`src/rtl/tot_pkg.sv`:
```
// Shared definitions for the multi-threshold pulse timing coder.
// Assumes every time quantity (edge offset, duration) fits one 8-bit tick field.
package tot_pkg;
    localparam int TICK_W = 8;
    typedef logic [TICK_W-1:0] tick_t;
endpackage

```
`src/rtl/tot_chan.sv`:
```
// One threshold's measurement cell.
// It records the first in-window rising edge of its comparator bit as an offset
// from the window opening, then counts the high samples of that first pulse.
// Assumes start_i and open_i never coincide and rel_i is 0 in the opening cycle.
module tot_chan
    import tot_pkg::*;
(
    input  logic  clk,
    input  logic  rst_n,
    input  logic  start_i,
    input  logic  open_i,
    input  tick_t rel_i,
    input  logic  lvl_i,
    input  logic  rise_i,
    output logic  fired_o,
    output tick_t edge_o,
    output tick_t tot_o
);
    localparam tick_t TOT_MAX = '1;

    logic  fired_q;
    logic  run_q;
    tick_t edge_q;
    tick_t tot_q;

    // Capture the first edge, then extend the duration while the bit stays high.
    always_ff @(posedge clk) begin
        if (!rst_n) begin
            fired_q <= 1'b0;
            run_q   <= 1'b0;
            edge_q  <= '0;
            tot_q   <= '0;
        end else if (start_i) begin
            fired_q <= rise_i;
            run_q   <= rise_i;
            edge_q  <= '0;
            tot_q   <= rise_i ? tick_t'(1) : '0;
        end else if (open_i) begin
            if (rise_i && !fired_q) begin
                fired_q <= 1'b1;
                run_q   <= 1'b1;
                edge_q  <= rel_i;
                tot_q   <= tick_t'(1);
            end else if (run_q) begin
                if (!lvl_i)
                    run_q <= 1'b0;
                else if (tot_q != TOT_MAX)
                    tot_q <= tot_q + 1'b1;
            end
        end
    end

    assign fired_o = fired_q;
    assign edge_o  = edge_q;
    assign tot_o   = tot_q;

    AST_FIRED_KEEP: assert property (@(posedge clk) disable iff (!rst_n)
        (!$past(start_i) && $past(fired_q) && $past(rst_n)) |-> fired_q);

    AST_EDGE_ORDER: assert property (@(posedge clk) disable iff (!rst_n)
        (open_i && fired_q) |-> (edge_q <= rel_i));

    AST_TOT_GROW: assert property (@(posedge clk) disable iff (!rst_n)
        (open_i && !start_i && run_q && lvl_i && tot_q != TOT_MAX) |=> (tot_q == $past(tot_q) + 1'b1));
endmodule

```
`src/rtl/tot_packer.sv`:
```
// Zero-suppression packer.
// It moves the edge and duration of each fired threshold into consecutive slots,
// lowest threshold first, and fills the remaining slots with zero.
// It is purely combinational and assumes the mask marks the valid entries.
module tot_packer #(
    parameter int N  = 8,
    parameter int TW = 8
) (
    input  logic [N-1:0]    mask_i,
    input  logic [N*TW-1:0] edge_i,
    input  logic [N*TW-1:0] tot_i,
    output logic [N*TW-1:0] edge_o,
    output logic [N*TW-1:0] tot_o
);
    localparam int IDX_W = $clog2(N + 1);

    logic [IDX_W-1:0] pre [N];

    // Prefix count: number of fired thresholds below each index.
    always_comb begin
        pre[0] = '0;
        for (int i = 1; i < N; i++)
            pre[i] = pre[i-1] + IDX_W'(mask_i[i-1]);
    end

    // Slot selection: slot k takes the fired entry whose prefix count is k.
    always_comb begin
        edge_o = '0;
        tot_o  = '0;
        for (int k = 0; k < N; k++) begin
            for (int i = 0; i < N; i++) begin
                if (mask_i[i] && pre[i] == IDX_W'(k)) begin
                    edge_o[k*TW +: TW] = edge_i[i*TW +: TW];
                    tot_o[k*TW +: TW]  = tot_i[i*TW +: TW];
                end
            end
        end
    end

    // Unused tail slots must read zero.
    always_comb begin
        for (int k = 0; k < N; k++) begin
            if (k >= $countones(mask_i))
                AST_PACK_TAIL: assert (edge_o[k*TW +: TW] == '0 && tot_o[k*TW +: TW] == '0);
        end
    end
endmodule

```
`src/rtl/tot_outq.sv`:
```
// Single-entry output register with valid/ready handshake.
// A load request that meets a held, unaccepted record is discarded and counted.
// Assumes load_i is a one-cycle pulse per completed record.
module tot_outq #(
    parameter int W     = 64,
    parameter int CNT_W = 16
) (
    input  logic             clk,
    input  logic             rst_n,
    input  logic             load_i,
    input  logic [W-1:0]     data_i,
    input  logic             ready_i,
    output logic             valid_o,
    output logic [W-1:0]     data_o,
    output logic [CNT_W-1:0] drop_o
);
    localparam logic [CNT_W-1:0] DROP_MAX = '1;

    logic             valid_q;
    logic [W-1:0]     data_q;
    logic [CNT_W-1:0] drop_q;
    logic             slot_free;

    assign slot_free = !valid_q || ready_i;

    // Hold, replace or release the presented record.
    always_ff @(posedge clk) begin
        if (!rst_n) begin
            valid_q <= 1'b0;
            data_q  <= '0;
        end else if (load_i && slot_free) begin
            valid_q <= 1'b1;
            data_q  <= data_i;
        end else if (ready_i) begin
            valid_q <= 1'b0;
        end
    end

    // Count records lost because the consumer stalled.
    always_ff @(posedge clk) begin
        if (!rst_n)
            drop_q <= '0;
        else if (load_i && !slot_free && drop_q != DROP_MAX)
            drop_q <= drop_q + 1'b1;
    end

    assign valid_o = valid_q;
    assign data_o  = data_q;
    assign drop_o  = drop_q;

    AST_OUT_HOLD: assert property (@(posedge clk) disable iff (!rst_n)
        (valid_q && !ready_i) |=> (valid_q && $stable(data_q)));

    AST_DROP_ONLY_STALL: assert property (@(posedge clk) disable iff (!rst_n)
        (drop_q != $past(drop_q) && $past(rst_n)) |-> ($past(valid_q) && !$past(ready_i)));
endmodule

```
`src/rtl/tot_coder.sv`:
```
// Multi-threshold pulse timing coder (top).
// It opens one hit window on a rise of threshold 0, runs one measurement cell per
// threshold, closes the window when all comparators are low or on timeout, and
// hands a zero-suppressed record to the output register.
// Assumes disc_i is already synchronous to clk and thresholds are ordered low to high.
module tot_coder
    import tot_pkg::*;
#(
    parameter int NTHR    = 8,
    parameter int TS_W    = 24,
    parameter int MAX_WIN = 200,
    parameter int DROP_W  = 16
) (
    input  logic                   clk,
    input  logic                   rst_n,
    input  logic [NTHR-1:0]        disc_i,
    input  logic [TICK_W-1:0]      wf_limit_i,
    input  logic                   rec_ready_i,
    output logic                   rec_valid_o,
    output logic [TS_W-1:0]        rec_ts_o,
    output logic [NTHR-1:0]        rec_mask_o,
    output logic [NTHR*TICK_W-1:0] rec_edge_o,
    output logic [NTHR*TICK_W-1:0] rec_tot_o,
    output logic                   rec_wf_o,
    output logic                   rec_pile_o,
    output logic [DROP_W-1:0]      drop_cnt_o
);
    localparam int    FLAT_W  = NTHR * TICK_W;
    localparam int    PAY_W   = TS_W + NTHR + 2 * FLAT_W + 2;
    localparam tick_t WIN_END = tick_t'(MAX_WIN - 1);

    logic [NTHR-1:0] prev_q;
    logic [NTHR-1:0] rise;
    logic            win_q;
    tick_t           rel_q;
    tick_t           cur_rel;
    logic [TS_W-1:0] ts_q;
    logic [TS_W-1:0] ts_open_q;
    logic            pile_q;
    logic            start;
    logic            close;

    logic [NTHR-1:0] fired;
    logic [FLAT_W-1:0] edge_raw, tot_raw, edge_pk, tot_pk;
    logic [PAY_W-1:0]  payload, rec_data;
    logic              wf_flag;

    assign rise    = disc_i & ~prev_q;
    assign start   = rise[0] && !win_q;
    assign close   = win_q && ((disc_i == '0) || (rel_q == WIN_END));
    assign cur_rel = win_q ? rel_q : '0;

    // Free-running coarse time and previous-sample register.
    always_ff @(posedge clk) begin
        if (!rst_n) begin
            ts_q   <= '0;
            prev_q <= '0;
        end else begin
            ts_q   <= ts_q + 1'b1;
            prev_q <= disc_i;
        end
    end

    // Window control: open, age, close, and pile-up marking.
    always_ff @(posedge clk) begin
        if (!rst_n) begin
            win_q     <= 1'b0;
            rel_q     <= '0;
            ts_open_q <= '0;
            pile_q    <= 1'b0;
        end else if (start) begin
            win_q     <= 1'b1;
            rel_q     <= tick_t'(1);
            ts_open_q <= ts_q;
            pile_q    <= 1'b0;
        end else if (close) begin
            win_q <= 1'b0;
        end else if (win_q) begin
            rel_q <= rel_q + 1'b1;
            if (rise[0])
                pile_q <= 1'b1;
        end
    end

    for (genvar gi = 0; gi < NTHR; gi++) begin : g_chan
        tot_chan i_chan (
            .clk     (clk),
            .rst_n   (rst_n),
            .start_i (start),
            .open_i  (win_q),
            .rel_i   (cur_rel),
            .lvl_i   (disc_i[gi]),
            .rise_i  (rise[gi]),
            .fired_o (fired[gi]),
            .edge_o  (edge_raw[gi*TICK_W +: TICK_W]),
            .tot_o   (tot_raw[gi*TICK_W +: TICK_W])
        );
    end

    tot_packer #(.N(NTHR), .TW(TICK_W)) i_pack (
        .mask_i (fired),
        .edge_i (edge_raw),
        .tot_i  (tot_raw),
        .edge_o (edge_pk),
        .tot_o  (tot_pk)
    );

    assign wf_flag = tot_raw[TICK_W-1:0] > wf_limit_i;
    assign payload = {ts_open_q, fired, edge_pk, tot_pk, wf_flag, pile_q};

    tot_outq #(.W(PAY_W), .CNT_W(DROP_W)) i_outq (
        .clk     (clk),
        .rst_n   (rst_n),
        .load_i  (close),
        .data_i  (payload),
        .ready_i (rec_ready_i),
        .valid_o (rec_valid_o),
        .data_o  (rec_data),
        .drop_o  (drop_cnt_o)
    );

    assign {rec_ts_o, rec_mask_o, rec_edge_o, rec_tot_o, rec_wf_o, rec_pile_o} = rec_data;

    AST_WIN_BOUND: assert property (@(posedge clk) disable iff (!rst_n)
        win_q |-> (rel_q <= WIN_END));

    AST_REC_AFTER_CLOSE: assert property (@(posedge clk) disable iff (!rst_n)
        ($rose(rec_valid_o) && $past(rst_n)) |-> ($past(win_q) && !win_q));

    AST_PILE_SRC: assert property (@(posedge clk) disable iff (!rst_n)
        ($rose(pile_q) && $past(rst_n)) |-> ($past(win_q) && $past(disc_i[0])));

    AST_WF_LIMIT: assert property (@(posedge clk) disable iff (!rst_n)
        ($rose(rec_valid_o) && rec_wf_o && $past(rst_n)) |-> (rec_tot_o[TICK_W-1:0] > $past(wf_limit_i)));
endmodule

```
`config.mk`:
```
export PLATFORM = sky130hd
export DESIGN_NAME = tot_coder
export DESIGN_NICKNAME = d
export VERILOG_FILES = /design/src/rtl/tot_pkg.sv /design/src/rtl/tot_chan.sv /design/src/rtl/tot_packer.sv /design/src/rtl/tot_outq.sv /design/src/rtl/tot_coder.sv
export SDC_FILE = /design/constraint.sdc
export NUM_CORES = 1
export LEC_CHECK = 0
export BUFFER_PORTS_ARGS = -buffer_cell sky130_fd_sc_hd__clkbuf_2
export CAP_MARGIN = 20
export CORE_ASPECT_RATIO = 1.1
export CORE_UTILIZATION = 24
export DETAILED_ROUTE_END_ITERATION = 6
export GPL_ROUTABILITY_DRIVEN = 1
export GPL_TIMING_DRIVEN = 0
export PLACE_DENSITY_LB_ADDON = 0.2
export SYNTH_ARGS = -nofsm -noshare
export SYNTH_HDL_FRONTEND = slang
export SYNTH_SLANG_ARGS = --single-unit
```
`constraint.sdc`:
```
create_clock -name clk -period 5.05 [get_ports clk]
set_input_delay 1.01 -clock clk [delete_from_list [all_inputs] [get_ports clk]]
set_output_delay 1.01 -clock clk [all_outputs]
set_load 0.02 [all_outputs]
```
* Word level (Yosys, flattened, before mapping)
Index checks and enable logic that the tools add are counted.
Cells by class: add/sub/neg operators 17, $lt $le $gt $ge 1, equal/unequal tests 53, mux-type cells 229, bitwise logic cells 4, reduce and logical (&&, ||, !) cells 147
Operators by type and width (count):
- $mux W8 | 150
- $eq A4 B3 Y1 const B | 24
- $mux W1 | 79
- $add A8 B1 Y8 const B | 9
- $reduce_bool A3 Y1 | 24
- $ne A8 B8 Y1 const B | 8
- $logic_and A1 B1 Y1 | 63
- $eq A4 B2 Y1 const B | 12
- $reduce_and A2 Y1 | 18
- $reduce_and A4 Y1 | 8
- $logic_not A4 Y1 | 7
- $add A24 B1 Y24 const B | 1
- $eq A4 B1 Y1 const B | 6
- $reduce_bool A2 Y1 | 11
- $add A4 B1 Y4 | 5
- $add A16 B1 Y16 const B | 1
- $ne A16 B16 Y1 const B | 1
- $logic_not A1 Y1 | 11
- $and A8 B8 Y8 | 1
- $eq A8 B8 Y1 const B | 1
- $gt A8 B8 Y1 | 1
- $logic_not A8 Y1 | 1
- $not A8 Y8 | 1
- $reduce_and A3 Y1 | 1
- 5 further kinds | 7
Storage, ports and cells: flip-flop bits (word level) 389, input port bits 19, logic and storage cells 493

* Logic depth before layout (Yosys ltp)
depth after elaboration 9, gate-level depth with buffers 16, depth with buffers taken out 11

* By module
A second synthesis with hierarchy kept.
Unflattened totals: cells, all modules 3046, area total of the unflattened synthesis 25474.4 sq um
By module, submodules not included:
- tot_packer | times used 1, cells each 1087, area each 9529.1 sq um, seq. area each 0.0 sq um
- tot_chan | times used 8, cells each 101, area each 835.8 sq um, seq. area each 360.3 sq um
- tot_outq | times used 1, cells each 805, area each 6348.6 sq um, seq. area each 3583.4 sq um
- tot_coder | times used 1, cells each 346, area each 2910.3 sq um, seq. area each 1321.3 sq um

* Worst setup path after synthesis
OpenSTA, ideal clock, no wires.
path type reg2reg, start point register g_chan[1].i_chan.fired_q, end point register i_outq.data_q[100], in the netlist i_outq.data_o[100], arrival 3.955 ns, data required time 4.914 ns, path slack 0.959 ns, stages on the path, launching flop included 12, buffers on the path 2, clock period less this slack 4.091 ns, cells stage by stage dfxtp_1 -> fa_1 -> ha_1 -> ha_1 -> ha_1 -> ha_1 -> ha_1 -> nor3b_1 -> and2_0 -> buf_2 -> buf_4 -> o311ai_1
Between the ends: cells in the longest elaborated chain, start to end 9
Ends and longest elaborated chain:
- start: declaration | RTL line tot_chan.sv:21 | logic fired_q;
- start signal: assignment | RTL line tot_chan.sv:34 | fired_q <= rise_i;
- $add A1 B1 Y2 (*) | RTL line tot_packer.sv:23 | pre[i] = pre[i-1] + IDX_W'(mask_i[i-1]);
- $add A4 B1 Y4 / $eq A4 B3 Y1 (equally long branches) | RTL line tot_packer.sv:23, tot_packer.sv:32
- $add A4 B1 Y4, or another cell as far along (4 in series) | RTL line tot_packer.sv:23
- $eq A4 B3 Y1, or another cell as far along | RTL line tot_packer.sv:32 | if (mask_i[i] && pre[i] == IDX_W'(k)) begin
- $logic_and A1 B1 Y1 / $mux W8 (equally long branches) | RTL line tot_packer.sv:32
- $mux W8 (*) | RTL line tot_packer.sv:32
- end signal: assignment | RTL line tot_outq.sv:33 | data_q <= data_i;
- end: declaration | RTL line tot_outq.sv:20 | logic [W-1:0] data_q;
Mark *: on every way between the ends. The rest lies on a longest branch, timed or not. A chain may end at the register's enable or synchronous reset.

* Final worst setup path
start point register g_chan[1].i_chan.fired_q, end point register i_outq.data_q[24], in the netlist i_outq.data_o[24]
Between the ends: cells in the longest elaborated chain, start to end 9
Ends and longest elaborated chain (RTL line):
- $add A1 B1 Y2 (*) | tot_packer.sv:23
- $add A4 B1 Y4 / $eq A4 B2 Y1 (equally long branches) | tot_packer.sv:23, tot_packer.sv:32
- $add A4 B1 Y4, or another cell as far along (4 in series) | tot_packer.sv:23
- $eq A4 B2 Y1, or another cell as far along | tot_packer.sv:32
- $logic_and A1 B1 Y1 / $mux W8 (equally long branches) | tot_packer.sv:32
- $mux W8 (*) | tot_packer.sv:32
Marked as above.

==> impl_metrics.env <==
export IMPL_hpwlAfterDp_um=85550
export IMPL_power_mw=7.531
export IMPL_powerDensity_mw_per_mm2=277.2
export IMPL_setup_violations=0
export IMPL_utilization_pct=28.80
export IMPL_insertion_delay_ps=630
export IMPL_setup_ws_ps=45.51
export IMPL_whs_ps=453.7
export IMPL_vias=24006
export IMPL_syn_area_mm2=0.02292
export IMPL_pwr_share_seq_pct=41.8
export IMPL_status="finished, final reports clean"
export IMPL_io_pins=198
export IMPL_rrSetupSlack_ps=50
export IMPL_syn_to_final_growth_pct=18.56
export IMPL_finalNonFillerCells=4571
export IMPL_fin_area_mm2=0.02717
export IMPL_p_sw_share_pct=28.65
export IMPL_hp_class="flip-flop to flip-flop"
export IMPL_route_final_wire_length_um=112900
export IMPL_setup_worst_path_class="flip-flop to flip-flop"
export IMPL_die_x_um=296.6
export IMPL_initial_core_util_pct=24.29
export IMPL_finalMaxSlewViolations=0
export IMPL_max_clock_freq_ghz=0.1998
export IMPL_arrival_ps=5560
export IMPL_via_per_inst=5.252
export IMPL_root_buffer="clkbuf_16"
export IMPL_track_usage_pct=22.61
export IMPL_drt_iter0_drc=2309
export IMPL_clock_sinks=389
export IMPL_numCtsBuffers=48
export IMPL_dieArea_mm2=0.09673
export IMPL_drive_gt1_share_pct=13.78
export IMPL_pwr_share_clk_pct=47.1
export IMPL_hold_viol_final=0
export IMPL_io_buffers=197
export IMPL_finalWeightedCongestion=0.9844
export IMPL_syn_instance_count=3021
export IMPL_route_detailed_drc=0
export IMPL_hp_start="g_chan[0].i_chan.edge_o[0]"
export IMPL_peakVddDrop_uv=233.9
export IMPL_synth_edf_count=0
export IMPL_maxCapViolations=0
export IMPL_synth_warning_count=0
export IMPL_place_area_mm2=0.02554
export IMPL_dp_cells=4483
export IMPL_cp_max_fo=10
export IMPL_grt_pass1_vias=22870
export IMPL_reg2reg_from="g_chan[1].i_chan.fired_o"
export IMPL_tns_ps=0
export IMPL_dr_pass1_iters=6
export IMPL_post_route_period_util_pct=99.10
export IMPL_post_cts_resized=0
export IMPL_crit_path_start_kind="flip-flop"
export IMPL_synth_ff_type="dfxtp_1"
export IMPL_seq_area_frac_synth_pct=33.98
export IMPL_wl_per_cell_um=24.71
export IMPL_path_clk_slew_ps=60
export IMPL_avgSynthCellArea_um2=7.586
export IMPL_route_antenna_remaining_nets=0
export IMPL_ctsHoldBuffers=0
export IMPL_rsz0062_at_grt="yes"
export IMPL_ys_types=77
export IMPL_hold_depth=2
export IMPL_htreeDepth=2
export IMPL_p_leak_nw=9.978
export IMPL_p_comb_share_pct=11.2
export IMPL_r2r_cells=11
export IMPL_post_cts_buffers=0
export IMPL_pre_cts_slack_ps=83.30
export IMPL_grt_pass1_wl_um=160700
export IMPL_worst_pin_slew_ps=1106
export IMPL_cp_end_kind="flip-flop"
export IMPL_antenna_found_initial=7
export IMPL_fp_coreArea_mm2=0.09434
export IMPL_gr_total_overflow=0
export IMPL_layout_min_cycle_time_ps=5004
export IMPL_p_sw_mw=2.158
export IMPL_fin_nets=3325
export IMPL_timing_rr_end="i_outq.data_o[24]"
export IMPL_placementRows=118
export IMPL_async_flop_share_pct=0
export IMPL_ys_ff_latch=389
export IMPL_critPathLaunch="g_chan[1].i_chan.fired_o"
export IMPL_p_int_mw=5.374
export IMPL_dieHeight_um=326.1
export IMPL_relSlewSlack_pct=26.26
export IMPL_required_ps=5600
export IMPL_worst_hold_path_endpoint="g_chan[0].i_chan.edge_o[0]"
export IMPL_cts_tree="built"
export IMPL_fin_worst_skew_ps=40.42
export IMPL_syn_nets=3072
export IMPL_grt_max_degree=15
export IMPL_clockBufferDepth=3
## metal layers
layer | vias to the layer above | wire length (um) | global-route usage [%]
li1 | 11356 | - | -
met5 | - | 88 | 0
met2 | 908 | 52280 | 37.22
met1 | 11501 | 48340 | 29.00
met3 | 227 | 7273 | 3.909
met4 | 14 | 4971 | 9.121
## registers in the layout (all words and copies together) (netlist names)
| register | flops |
|---|---|
| ts_q | 24 |
| i_outq.data_o | 162 |
| g_chan.i_chan.edge_o | 64 |
| i_outq.drop_o | 16 |
| g_chan.i_chan.run_q | 8 |
| i_outq.valid_o | 1 |
| prev_q | 8 |
| rel_q | 8 |
| g_chan.i_chan.tot_o | 64 |
| pile_q | 1 |
| ts_open_q | 24 |
| win_q | 1 |
| g_chan.i_chan.fired_o | 8 |
## Yosys cell counts, types with 26 or more instances
master     instances  share of area, %
o211ai_1         117               3.8
buf_2             44              0.96
a22oi_1           82               2.7
nand2_1          542               8.9
mux2i_1           58               2.5
buf_1             29              0.47
a2bb2oi_1         64               2.4
mux2_2            77               3.8
xor2_1            46               1.8
nand4_1           38               1.0
clkbuf_1         242               4.0
nor2_1           168               2.8
o21ai_0           75               1.6
a21oi_1          177               3.9
ha_1              31               1.7
and2_1            32              0.87
dfxtp_1          389                34
inv_1             32              0.52
a31oi_1           61               1.7
nor3_1            33              0.72
o311ai_0          26              0.99
nand3_1          285               6.2
and3_1            98               2.7
o311ai_1          30               1.1
## worst max-delay path, cell delays in order, from the launching register on
cell	delay (ps)
dfxtp_1	630
fa_1	560
ha_1	450
ha_1	290
ha_1	400
ha_1	460
ha_1	390
and3b_1	160
clkbuf_1	510
buf_1	750
a31oi_1	190
o21ai_1	120
## kinds of logic (layout without fill, tap and decap cells)
family,Yosys count,after routing,synth area share [%]
other,0,1,0
and+or+nand+nor,1297,1297,26.34
muxes,135,135,6.317
adders and majority gates,32,32,1.780
AOI/OAI and AO/OA,729,729,21.93
DFF,389,389,33.98
xor gates and xnor gates,72,72,3.063
buffers and inverters,367,656,6.595
## layout by cell type (no fill, tap or decap), drive strengths merged, types with 61 or more instances in the layout
cell type | synthesis | routed
a22oi | 82 | 82
clkbuf | 245 | 512
o21ai | 87 | 87
nor2 | 169 | 169
dfxtp | 389 | 389
o211ai | 117 | 117
nand2 | 543 | 543
a21oi | 177 | 177
and3 | 98 | 98
mux2 | 77 | 77
nand3 | 286 | 286
a31oi | 61 | 61
a2bb2oi | 64 | 64
buf | 89 | 94
## worst max path at each step
stage	to
after floorplan	i_outq.data_o[100]
after global placement	i_outq.data_o[69]
after detailed placement	i_outq.data_o[154]
after CTS	i_outq.data_o[50]
after global routing	i_outq.data_o[107]
final	i_outq.data_o[24]
## layout make-up
class	instances	area, um2
antenna	1	2.502
buffer	334	1394
clock buffer	69	1370
clock inverter	17	220.2
fill	10312	67170
inverter	33	123.9
multi-input combinational	2265	13640
sequential	389	7787
tap	1260	1577
timing repair buffer	203	1054
## power groups by stage
stage / combinational, mW / clock [mW] / sequential (mW)
after CTS: 0.823 / 3.62 / 3.14
final: 0.840 / 3.54 / 3.15
after global placement: 0.816 / 0 / 3.21
after detailed placement: 0.820 / 0 / 3.21
after floorplan: 0.503 / 0 / 3.19
after global routing: 0.892 / 3.72 / 3.15
No activity file was read; power rests on OpenSTA's default activity.
